`src/rtl/cfgp_pkg.sv`:
```
package cfgp_pkg;
    localparam int M_W  = 9;
    localparam int N_W  = 2;
    localparam int T_W  = 3;
    localparam int FR_W = T_W + N_W + M_W;

    // packed MSB first: test code, post-divide code, divide value
    typedef struct packed {
        logic [T_W-1:0] t;
        logic [N_W-1:0] n;
        logic [M_W-1:0] m;
    } cfg_t;
endpackage

```
`src/rtl/cfgp_sync.sv`:
```
module cfgp_sync #(
    parameter int           W       = 1,
    parameter int           STAGES  = 2,
    parameter logic [W-1:0] RST_VAL = '0
) (
    input  logic         clk,
    input  logic         rst_n,
    input  logic [W-1:0] d,
    output logic [W-1:0] q
);
    logic [STAGES-1:0][W-1:0] pipe_d, pipe_q;

    always_comb begin
        pipe_d[0] = d;
        for (int i = 1; i < STAGES; i++) begin
            pipe_d[i] = pipe_q[i-1];
        end
    end

    always_ff @(posedge clk or negedge rst_n) begin
        if (!rst_n) pipe_q <= {STAGES{RST_VAL}};
        else        pipe_q <= pipe_d;
    end

    assign q = pipe_q[STAGES-1];
endmodule

```
`src/rtl/cfgp_shift.sv`:
```
module cfgp_shift
    import cfgp_pkg::*;
(
    input  logic            clk,
    input  logic            rst_n,
    input  logic            sclk_s,
    input  logic            sdata_s,
    output logic [FR_W-1:0] shreg,
    output logic            sclk_rise
);
    typedef struct packed {
        logic [FR_W-1:0] sr;
        logic            sclk_prev;
    } sh_st_t;

    sh_st_t st_d, st_q;

    always_comb begin
        st_d           = st_q;
        st_d.sclk_prev = sclk_s;
        sclk_rise      = sclk_s & ~st_q.sclk_prev;
        if (sclk_rise) begin
            st_d.sr = {st_q.sr[FR_W-2:0], sdata_s};
        end
    end

    always_ff @(posedge clk or negedge rst_n) begin
        if (!rst_n) st_q <= '0;
        else        st_q <= st_d;
    end

    assign shreg = st_q.sr;
endmodule

```
`src/rtl/cfgp_latch.sv`:
```
module cfgp_latch
    import cfgp_pkg::*;
(
    input  logic            clk,
    input  logic            rst_n,
    input  logic            pload_s,
    input  logic            sload_s,
    input  logic [M_W-1:0]  par_m_s,
    input  logic [N_W-1:0]  par_n_s,
    input  logic [FR_W-1:0] shreg,
    output cfg_t            cfg
);
    cfg_t cfg_d, cfg_q;

    always_comb begin
        cfg_d = cfg_q;
        if (!pload_s) begin
            // parallel path wins; test code is not reachable from it
            cfg_d.m = par_m_s;
            cfg_d.n = par_n_s;
            cfg_d.t = '0;
        end else if (sload_s) begin
            cfg_d = cfg_t'(shreg);
        end
    end

    always_ff @(posedge clk or negedge rst_n) begin
        if (!rst_n) begin
            cfg_q.m <= '1;
            cfg_q.n <= '1;
            cfg_q.t <= '0;
        end else begin
            cfg_q <= cfg_d;
        end
    end

    assign cfg = cfg_q;
endmodule

```
`src/rtl/cfgp_port.sv`:
```
module cfgp_port
    import cfgp_pkg::*;
#(
    parameter int SYNC_STAGES = 2
) (
    input  logic           clk,
    input  logic           rst_n,
    input  logic           par_load,
    input  logic [M_W-1:0] par_m,
    input  logic [N_W-1:0] par_n,
    input  logic           ser_clk,
    input  logic           ser_din,
    input  logic           ser_load,
    output logic [M_W-1:0] m_div,
    output logic [N_W-1:0] n_code,
    output logic [T_W-1:0] t_sel,
    output logic           ser_tap
);
    localparam int SW = 4 + N_W + M_W;
    localparam logic [SW-1:0] SYNC_RST = {1'b1, 1'b0, 1'b0, 1'b0, {N_W{1'b1}}, {M_W{1'b1}}};

    logic [SW-1:0]   raw, synced;
    logic            pload_s, sload_s, sclk_s, sdata_s;
    logic [N_W-1:0]  par_n_s;
    logic [M_W-1:0]  par_m_s;
    logic [FR_W-1:0] shreg;
    logic            sclk_rise;
    cfg_t            cfg;

    assign raw = {par_load, ser_load, ser_clk, ser_din, par_n, par_m};

    cfgp_sync #(.W(SW), .STAGES(SYNC_STAGES), .RST_VAL(SYNC_RST)) u_sync (
        .clk(clk), .rst_n(rst_n), .d(raw), .q(synced)
    );

    assign {pload_s, sload_s, sclk_s, sdata_s, par_n_s, par_m_s} = synced;

    cfgp_shift u_shift (
        .clk(clk), .rst_n(rst_n), .sclk_s(sclk_s), .sdata_s(sdata_s),
        .shreg(shreg), .sclk_rise(sclk_rise)
    );

    cfgp_latch u_latch (
        .clk(clk), .rst_n(rst_n), .pload_s(pload_s), .sload_s(sload_s),
        .par_m_s(par_m_s), .par_n_s(par_n_s), .shreg(shreg), .cfg(cfg)
    );

    assign m_div   = cfg.m;
    assign n_code  = cfg.n;
    assign t_sel   = cfg.t;
    assign ser_tap = shreg[FR_W-1];
endmodule

```
`config.mk`:
```
export PLATFORM = sky130hd
export DESIGN_NAME = cfgp_port
export DESIGN_NICKNAME = d
export VERILOG_FILES = /design/src/rtl/cfgp_pkg.sv /design/src/rtl/cfgp_sync.sv /design/src/rtl/cfgp_shift.sv /design/src/rtl/cfgp_latch.sv /design/src/rtl/cfgp_port.sv
export SDC_FILE = /design/constraint.sdc
export NUM_CORES = 1
export LEC_CHECK = 0
export BUFFER_PORTS_ARGS = -buffer_cell sky130_fd_sc_hd__buf_2
export CAP_MARGIN = 20
export CORE_MARGIN = 10
export CORE_UTILIZATION = 35
export DETAILED_ROUTE_END_ITERATION = 12
export PLACE_DENSITY_LB_ADDON = 0.05
export SYNTH_ARGS = -nofsm -noshare
export SYNTH_HDL_FRONTEND = slang
export SYNTH_SLANG_ARGS = --single-unit
```
`constraint.sdc`:
```
create_clock -name clk -period 1.5 [get_ports clk]
set_input_delay 0.075 -clock clk [delete_from_list [all_inputs] [get_ports clk]]
set_output_delay 0.075 -clock clk [all_outputs]
set_load 0.02 [all_outputs]
```
==> metrics.csv <==
stage,metric,value,unit
cts,cts_tree,built,
timing,setup-violations-final,0,
global_routing,grt_pass1_vias,1200,
floorplanning,fp.coreArea,0.00557,mm2
run,maxCapViolations,0,
drt,routed_wl,3.34,mm
logic_synthesis,yosysMostFrequentCell,dfstp_2,
critical_path,timing.rr.start,u_shift.st_q[0]$_DFF_PN0_,
timing,rsz0062_at_grt,false,
cts,cts_max_path_buffers,2,
layout,diodes,0,
timing,tns,0,ns
logic_synthesis,synth_nets,136,
drt,wire_per_inst,13.2,um
logic_synthesis,synth_cell_types,13,
critical_path,slowest_delay,0.39,ns
logic_synthesis,synth_edf_count,0,
drt,drt_iter0_drc,24,
placed_design,place_congestion,0.656,
critical_path,cp.required,1.71,ns
critical_path,path_max_fanout,14,
placed_design,dp_hpwl,2.25,mm
floorplanning,rows,27,
cts,cts_buffers,9,
floorplanning,die_w,96.4,um
run_status,status,"finished, final reports clean",
logic_synthesis,synth_top_cells_by_area,"dfstp_2, dfrtp_1, mux2_4",
timing,worst_pin_slew,0.500,ns
critical_path,critPathLaunchType,flop,
drt,ant_nets,0,
drt,drc,0,
timing,finalCritPeriodShare,76.6,%
cts,htree_levels,3,
layout,drive_above_1_share,56.4,%
layout,final_nets,193,
critical_path,crit_start,u_shift.st_q[0]$_DFF_PN0_,
timing,max_slew_margin,66.7,%
layout,fin_util,47.7,%
cts,worstSkewPairLatency,0.33,ns
critical_path,crit_arrival,1.36,ns
drt,routed_via_density,4.06,
power_and_ir_drop,p_leak,1.21,nW
timing,finalHoldViolCount,0,
logic_synthesis,syn_inst,119,
cts,cts_sinks,59,
logic_synthesis,synth-seq-cells,59,
timing,slew_violations,0,
global_routing,grt_first_pass_wirelength,5.77,mm
min_path,min_path_type,primary input to asynchronous set/reset pin,
timing,finalCriticalPeriod,1.15,ns
logic_synthesis,synth_common_cells,"dfstp_2, dfrtp_1, mux2i_1, a21oi_1, nor2_1",
critical_path,path_cells,nor2b_4 -> buf_12 -> mux2_2,
critical_path,cpMaxStageDelayCell,dfrtp_1,
timing,clock-skew-final,0.00346,ns
logic_synthesis,synth_largest_area_cell,dfstp_2,
logic_synthesis,synth_top_area_share,45.0,%
cts,cts_resized,0,
logic_synthesis,ys_seq_area_share,74.4,%
global_routing,grt_max_degree,37,
global_routing,grt.total_usage,8.50,%
critical_path,critPathTopFamily,flip-flops,
power_and_ir_drop,max-vdd-ir-drop,0.672,mV
global_routing,antenna_found_initial,0,
logic_synthesis,syn_avg_cell_area,17.2,um2
drt,dr.pass1.iters,4,
floorplanning,fp.dieH,96.4,um
logic_synthesis,ys.flop_type,dfstp_2,
power_and_ir_drop,powerDensity,1570,mW/mm2
floorplanning,ios,32,
global_routing,grt_overflow,0,
critical_path,crit_buf_inv,1,
critical_path,critPathKind,flop to flop,
logic_synthesis,mappedNetlistArea,0.00204,mm2
placed_design,io_buffers,31,
logic_synthesis,synthArstFlopShare,100,%
layout,area_delta_synth_final,30.3,%
logic_synthesis,yosysWarnings,0,
drt,vias,1028,
timing,fmax,0.870,GHz
floorplanning,dieArea,0.00929,mm2
cts,cts-root-buf,clkbuf_8,
power_and_ir_drop,fin_total_pwr,4.19,mW
cts,cts.clk_slew.worst_paths,0.06,ns
critical_path,crit_path_end_kind,flop,
floorplanning,start_util,36.6,%
-- power breakdown --
group	switching, mW	total, mW	internal, mW
Clock	0.577	1.41	0.829
Combinational	0.276	0.659	0.383
Sequential	0.199	2.12	1.92
Total	1.05	4.19	3.14
-- per-layer routing --
layer | share of wire [%] | track usage, % | up-vias
li1 | - | - | 513
met4 | 2.5 | 7.26 | 0
met5 | 0 | 0 | -
met1 | 43 | 9.61 | 486
met2 | 49 | 12.3 | 20
met3 | 4.9 | 3.47 | 9
-- worst reg2reg max path: cells and delay by family, from the launching register on --
kind          cells  cell delay, ns
mux               1            0.35
simple gates      1            0.13
buf+inv           1            0.16
flops             1            0.39
-- timing repair --
item	4_1_cts	5_1_grt
endpoints found under the setup margin	0	0
setup buffers	0	0
endpoints found under the hold margin	21	0
hold buffers	16	0
-- state kept, by name (all words and copies together), names as in the netlist --
name and cells:
u_sync.pipe_d 15, u_shift.shreg 14, u_shift.st_q 1, u_sync.q 15
u_latch.cfg 14
-- layout by cell type, fill, tap and decap left out, types with 4 or more instances in the layout --
cell / count
dfstp_2: 35
clkbuf_8: 12
mux2_2: 4
dfrtp_1: 24
buf_2: 31
dlygate4sd3_1: 16
nor2_1: 11
mux2_4: 10
a21oi_1: 11
mux2i_1: 14
-- layout make-up --
class | count | area [um2]
Timing Repair Buffer | 52 | 378
Tap cell | 72 | 90.1
Clock inverter | 3 | 17.5
Multi-Input combinational cell | 54 | 464
Sequential cell | 59 | 1520
Clock buffer | 13 | 190
Fill cell | 504 | 2910
-- through the flow --
stage	instances	hold WS [ns]	cell area [um2]	setup slack, ns
global route	253	0.272	2660	0.310
floorplan	119	-0.221	2040	0.362
detailed placement	221	0.0673	2290	0.357
global placement	221	0.0553	2290	0.371
finish	253	0.248	2660	0.351
CTS	253	0.240	2660	0.340
-- logic make-up after synthesis --
group	after synthesis	synth area share [%]
compound gates	11	2.70
buf+inv	6	2.82
flops	59	74.4
simple gates	15	3.62
mux	28	16.4
-- worst paths after layout --
kind	cells after the start	slack, ns	to
worst max-delay path	3	0.35	u_shift.shreg[13]$_DFFE_PN0P_
worst min-delay path	2	0.25	u_latch.cfg[12]$_DFFE_PN0P_
worst max register to register	3	0.35	u_shift.shreg[13]$_DFFE_PN0P_
min in group clk	0	0.35	u_sync.q[13]$_DFF_PN0_
worst min register to register	0	0.35	u_sync.q[13]$_DFF_PN0_
max in group asynchronous	3	0.64	u_sync.q[4]$_DFF_PN1_
Note: power is estimated with default switching activity, not from simulation.
